### src/rtl/slicer_pkg.sv
package slicer_pkg;
  typedef enum logic [1:0] {
    PH_EMPTY  = 2'd0,
    PH_PRIMED = 2'd1,
    PH_RUN    = 2'd2
  } phase_e;

  localparam logic [1:0] LVL_ZERO  = 2'b00;
  localparam logic [1:0] LVL_PLUS  = 2'b01;
  localparam logic [1:0] LVL_MINUS = 2'b11;
endpackage

### src/rtl/slicer_history.sv
module slicer_history
  import slicer_pkg::*;
#(
  parameter int DATA_W = 8
) (
  input  logic                     clk,
  input  logic                     rst,
  input  logic                     clr,
  input  logic                     fire,
  input  logic signed [DATA_W-1:0] sample,
  output logic signed [DATA_W-1:0] prev_q,
  output phase_e                   phase_q
);
  always_ff @(posedge clk) begin
    if (rst || clr) begin
      prev_q  <= '0;
      phase_q <= PH_EMPTY;
    end else if (fire) begin
      prev_q  <= sample;
      phase_q <= (phase_q == PH_EMPTY) ? PH_PRIMED : PH_RUN;
    end
  end

  // the phase only ever advances on an accepted sample
  p_phase_moves_on_sample_r6: assert property (@(posedge clk) disable iff (rst)
    (!fire && !clr) |=> $stable(phase_q));
endmodule

### src/rtl/slicer_compare.sv
module slicer_compare #(
  parameter int DATA_W = 8
) (
  input  logic signed [DATA_W-1:0] sample,
  input  logic signed [DATA_W-1:0] prev,
  input  logic signed [DATA_W-1:0] thr_hi,
  input  logic signed [DATA_W-1:0] thr_lo,
  output logic                     go_up,
  output logic                     go_down
);
  logic above, below, rising, falling;

  always_comb begin
    above   = (sample >= thr_hi);
    below   = (sample <= thr_lo);
    rising  = (sample > prev);
    falling = (sample < prev);
    go_up   = above && rising;
    go_down = below && falling;
  end
endmodule

### src/rtl/slicer_level.sv
module slicer_level
  import slicer_pkg::*;
(
  input  logic        clk,
  input  logic        rst,
  input  logic        clr,
  input  logic        fire,
  input  phase_e      phase_q,
  input  logic        go_up,
  input  logic        go_down,
  output logic [1:0]  held_q,
  output logic        out_valid,
  output logic [1:0]  out_level
);
  logic [1:0] next_lvl;
  logic       decide;

  always_comb begin
    decide = fire && (phase_q != PH_EMPTY);
    if (go_up)        next_lvl = LVL_PLUS;
    else if (go_down) next_lvl = LVL_MINUS;
    else              next_lvl = held_q;
  end

  always_ff @(posedge clk) begin
    if (rst || clr) begin
      held_q    <= LVL_ZERO;
      out_valid <= 1'b0;
      out_level <= LVL_ZERO;
    end else begin
      out_valid <= decide;
      if (decide) begin
        out_level <= (phase_q == PH_PRIMED) ? next_lvl : held_q;
        held_q    <= next_lvl;
      end
    end
  end

  // only the three defined codes ever leave the block
  p_legal_code_r2: assert property (@(posedge clk) disable iff (rst)
    out_level != 2'b10);

  // an idle cycle leaves the held level untouched
  p_idle_keeps_level_r8: assert property (@(posedge clk) disable iff (rst)
    (!fire && !clr) |=> $stable(held_q));
endmodule

### src/rtl/directional_slicer.sv
module directional_slicer
  import slicer_pkg::*;
#(
  parameter int DATA_W = 8
) (
  input  logic                     clk,
  input  logic                     rst,
  input  logic                     clr,
  input  logic                     in_valid,
  input  logic signed [DATA_W-1:0] in_sample,
  input  logic signed [DATA_W-1:0] thr_hi,
  input  logic signed [DATA_W-1:0] thr_lo,
  output logic                     out_valid,
  output logic [1:0]               out_level
);
  logic                     fire;
  logic signed [DATA_W-1:0] prev_q;
  phase_e                   phase_q;
  logic                     go_up, go_down;
  logic [1:0]               held_q;

  assign fire = in_valid && !clr;

  slicer_history #(.DATA_W(DATA_W)) u_hist (
    .clk(clk), .rst(rst), .clr(clr), .fire(fire),
    .sample(in_sample), .prev_q(prev_q), .phase_q(phase_q)
  );

  slicer_compare #(.DATA_W(DATA_W)) u_cmp (
    .sample(in_sample), .prev(prev_q), .thr_hi(thr_hi), .thr_lo(thr_lo),
    .go_up(go_up), .go_down(go_down)
  );

  slicer_level u_lvl (
    .clk(clk), .rst(rst), .clr(clr), .fire(fire), .phase_q(phase_q),
    .go_up(go_up), .go_down(go_down), .held_q(held_q),
    .out_valid(out_valid), .out_level(out_level)
  );

  // a valid output is always caused by a sample accepted one cycle earlier
  p_valid_after_sample_r7: assert property (@(posedge clk) disable iff (rst)
    out_valid |-> ($past(in_valid) && !$past(clr)));

  // a clear silences the output on the following cycle
  p_clear_quiets_r9: assert property (@(posedge clk) disable iff (rst)
    clr |=> (!out_valid && out_level == LVL_ZERO));

  // a rising sample at or above the upper threshold becomes +1
  p_rise_marks_plus_r2: assert property (@(posedge clk) disable iff (rst)
    (fire && phase_q != PH_EMPTY && in_sample >= thr_hi && in_sample > prev_q)
      |=> held_q == LVL_PLUS);

  // a falling sample at or below the lower threshold becomes -1
  p_fall_marks_minus_r3: assert property (@(posedge clk) disable iff (rst)
    (fire && phase_q != PH_EMPTY && !(in_sample >= thr_hi && in_sample > prev_q)
      && in_sample <= thr_lo && in_sample < prev_q) |=> held_q == LVL_MINUS);
endmodule

### config.mk
export PLATFORM = sky130hd
export DESIGN_NAME = directional_slicer
export DESIGN_NICKNAME = d
export VERILOG_FILES = /design/src/rtl/slicer_pkg.sv /design/src/rtl/slicer_history.sv /design/src/rtl/slicer_compare.sv /design/src/rtl/slicer_level.sv /design/src/rtl/directional_slicer.sv
export SDC_FILE = /design/constraint.sdc
export NUM_CORES = 1
export LEC_CHECK = 0
export CAP_MARGIN = 5
export CORE_MARGIN = 3
export CORE_UTILIZATION = 39
export CTS_BUF_LIST = sky130_fd_sc_hd__clkbuf_4 sky130_fd_sc_hd__clkbuf_8
export CTS_CLUSTER_DIAMETER = 50
export DETAILED_ROUTE_END_ITERATION = 7
export DONT_BUFFER_PORTS = 1
export PLACE_DENSITY = 0.54
export SYNTH_ARGS = -nofsm -noshare
export SYNTH_HDL_FRONTEND = slang
export SYNTH_SLANG_ARGS = --single-unit
### constraint.sdc
create_clock -name clk -period 3.4 [get_ports clk]
set_clock_uncertainty 0.15 [all_clocks]
set_input_delay 0.34 -clock clk [delete_from_list [all_inputs] [get_ports clk]]
set_output_delay 0.34 -clock clk [all_outputs]
set_load 0.02 [all_outputs]
==> qor.csv <==
metric,value,unit
HPWL Detailed,2.209,mm
first-pass GRT wire length,4.360,mm
post-route minimum period,2.597,ns
H-tree depth,1,
Vias per Instance,5.277,
PnR Total Power,0.0003845,W
P_leak,0.6604,nW
Sink Count,15,
arrival time of the worst setup path,2.64,ns
slew margin rel.,0.5739,
core box area,3078,um^2
initial cell density of the core,0.4102,
Max VDD drop,0.1687,mV
Routed Antenna Nets,0,
Max clock buf depth,2,
status,finished clean,
ANT cells,0,
RSZ-0062 raised after global routing,no,
clock latency on the worst-skew pair,0.28,ns
min-delay worst type,input pin to flip-flop,
pwr/cell area,288.2,nW/um^2
share of layout cells above drive strength 1,0.03974,
"Distinct cells, synth",33,
largest area contributor in the netlist,dfxtp_1,
fin nets,204,
CP Launch Type,flip-flop,
worst path required time,3.45,ns
share of the synthesized area in the top cell type,0.2379,
"flops & latches, synth",15,
Post-Route WL,2.565,mm
GR Util All Layers,0.1345,
pin count of the biggest net entering global routing,15,
vias in the first global route,987,
clock slew at reported path FFs,0.09,ns
most frequent cells in the layout,"26 x inv_1, 24 x ha_1, 15 x nor2_1, 15 x dfxtp_1, 11 x mux2i_1",
FMAX,385.1,MHz
cts bufs inserted,3,
via count,1029,
Pre-antenna DRT Iters,4,
worst-margin pin slew,0.6391,ns
gpl congestion,0.7589,
Die W,62.90,um
Root Driver,clkbuf_4,
endpoints failing setup,0,
pre-CTS setup slack,0.8215,ns
CTS tree,done,
PnR worst setup slack,0.8031,ns
I/O pins,31,
DIE AREA,3956,um^2
Rows,20,
Post-CTS Repair Setup Buffers,0,
Syn. warnings,0,
Mapped Area,1262,um^2
Worst Path Max Fanout,4,
max-slew violations,0,
"Gates resized, CTS repair",0,
Final Cycle Share,0.7638,
"Remaining Overflow, GRT",0,
# fillers,318,
syn nets,202,
Residual DRC,0,
CP endpoint kind,flip-flop,
initial antenna violation count,0,
flop2flop setup slack,0.80,ns
sequential area share after synthesis,0.2379,
average routed wire per standard cell,13.15,um
IO Port Bufs,0,
gate count of the mapped netlist,150,
Die Y-Extent,62.90,um
Initial DRC Count,21,
post-route setup TNS,0,ns
"Area growth, synth to finish",5.649,%
"commonest non-fill, non-tap cell in the layout",inv_1,
critical path class,flip-flop to flip-flop,
max_cap viols,0,
Syn Area/Cell,8.416,um^2
synth top area cells,"dfxtp_1 24%, ha_1 24%, mux2i_1 8.7%",
# hold bufs at CTS,0,
Final Hold Vio Count,0,
[worst paths after layout]
check	endpoint	startpoint	cells after the start
worst max-delay path	u_lvl.held_q[1]	u_hist.prev_q[7]	7
worst min-delay path	u_hist.prev_q[7]	in_sample[7]	2
worst max register to register	u_lvl.held_q[1]	u_hist.prev_q[7]	7
worst min register to register	u_hist.prev_q[7]	u_hist.prev_q[7]	2
[cell type report]
class                           instances  area (um^2)  area share
Clock buffer                            3        22.52     0.01689
Inverter                               26        97.59     0.07317
Multi-Input combinational cell        106        853.3      0.6398
Sequential cell                        15        300.3      0.2251
Tap cell                               44        55.05     0.04128
Clock inverter                          1        5.005    0.003752
[power by group]
part           leakage, nW  internal (W)  switching [W]  total (W)
combinational        0.521     0.0000470      0.0000507  0.0000977
sequential           0.122      0.000180     0.00000283   0.000183
clock               0.0177     0.0000437      0.0000603   0.000104
total                0.660      0.000271       0.000114   0.000384
[stage by stage]
step | area (um^2) | utilization | cells | hold slack (ns)
2_1_floorplan | 1262 | - | 150 | 0.3104
3_3_place_gp | 1306 | 0.4244 | 191 | 0.3286
3_5_place_dp | 1306 | 0.4244 | 191 | 0.3331
4_1_cts | 1334 | 0.4333 | 195 | 0.04516
5_1_grt | 1334 | 0.4333 | 195 | 0.04833
6_report | 1334 | 0.4333 | 195 | 0.04980
[cells in the mapped netlist]
library cell and instances:
a21oi_1 6, mux2i_1 11, inv_1 26, o221ai_1 1, nor2_1 15, nand2b_1 2, or3b_1 1, a311o_1 1
o21ai_1 1, o211a_1 2, a21o_1 5, a222oi_1 1, clkbuf_1 3, nand4_1 5, o221a_1 1, a31o_1 1
o21bai_2 1, a211oi_1 1, nor3_1 1, a22o_1 1, a31o_2 1, a2bb2oi_1 1, o21ai_0 3, nor2b_1 6
nand4b_1 1, or2_1 1, dfxtp_1 15, nand2_1 3, nand3_1 5, a221oi_1 2, ha_1 24, o32a_1 1
a2111o_1 1
[layer usage]
| metal | routed length, um | track usage | share of wire | vias up |
|---|---|---|---|---|
| li1 | - | - | - | 541 |
| met1 | 1224 | 0.1663 | 0.48 | 455 |
| met2 | 1131 | 0.2161 | 0.44 | 27 |
| met3 | 162 | 0.04856 | 0.063 | 6 |
| met4 | 46 | 0.04132 | 0.018 | 0 |
| met5 | 0 | 0 | 0 | - |
[sequential cells by signal (all words and copies together) (netlist names)]
| signal | count |
|---|---|
| u_lvl.out_valid | 1 |
| u_hist.phase_q | 2 |
| u_lvl.out_level | 2 |
| u_lvl.held_q | 2 |
| u_hist.prev_q | 8 |
[logic make-up (layout without fill, tap and decap cells)]
kind of cell,after synthesis,count (layout),share of synthesized area
AOI/OAI and AO/OA,31,31,0.1903
adders and majority gates,24,24,0.2379
buffers and inverters,29,30,0.08622
DFF,15,15,0.2379
muxes,11,11,0.08722
and+or+nand+nor,40,40,0.1606
[worst max-delay path, cell delays in order (launching register included)]
cell and delay (ns):
dfxtp_1 0.34, inv_1 0.04, ha_1 0.29, or3b_1 0.38
o32a_1 0.35, a222oi_1 0.57, nand3_1 0.14, a221oi_1 0.24
No activity file was read; power rests on OpenSTA's default activity.
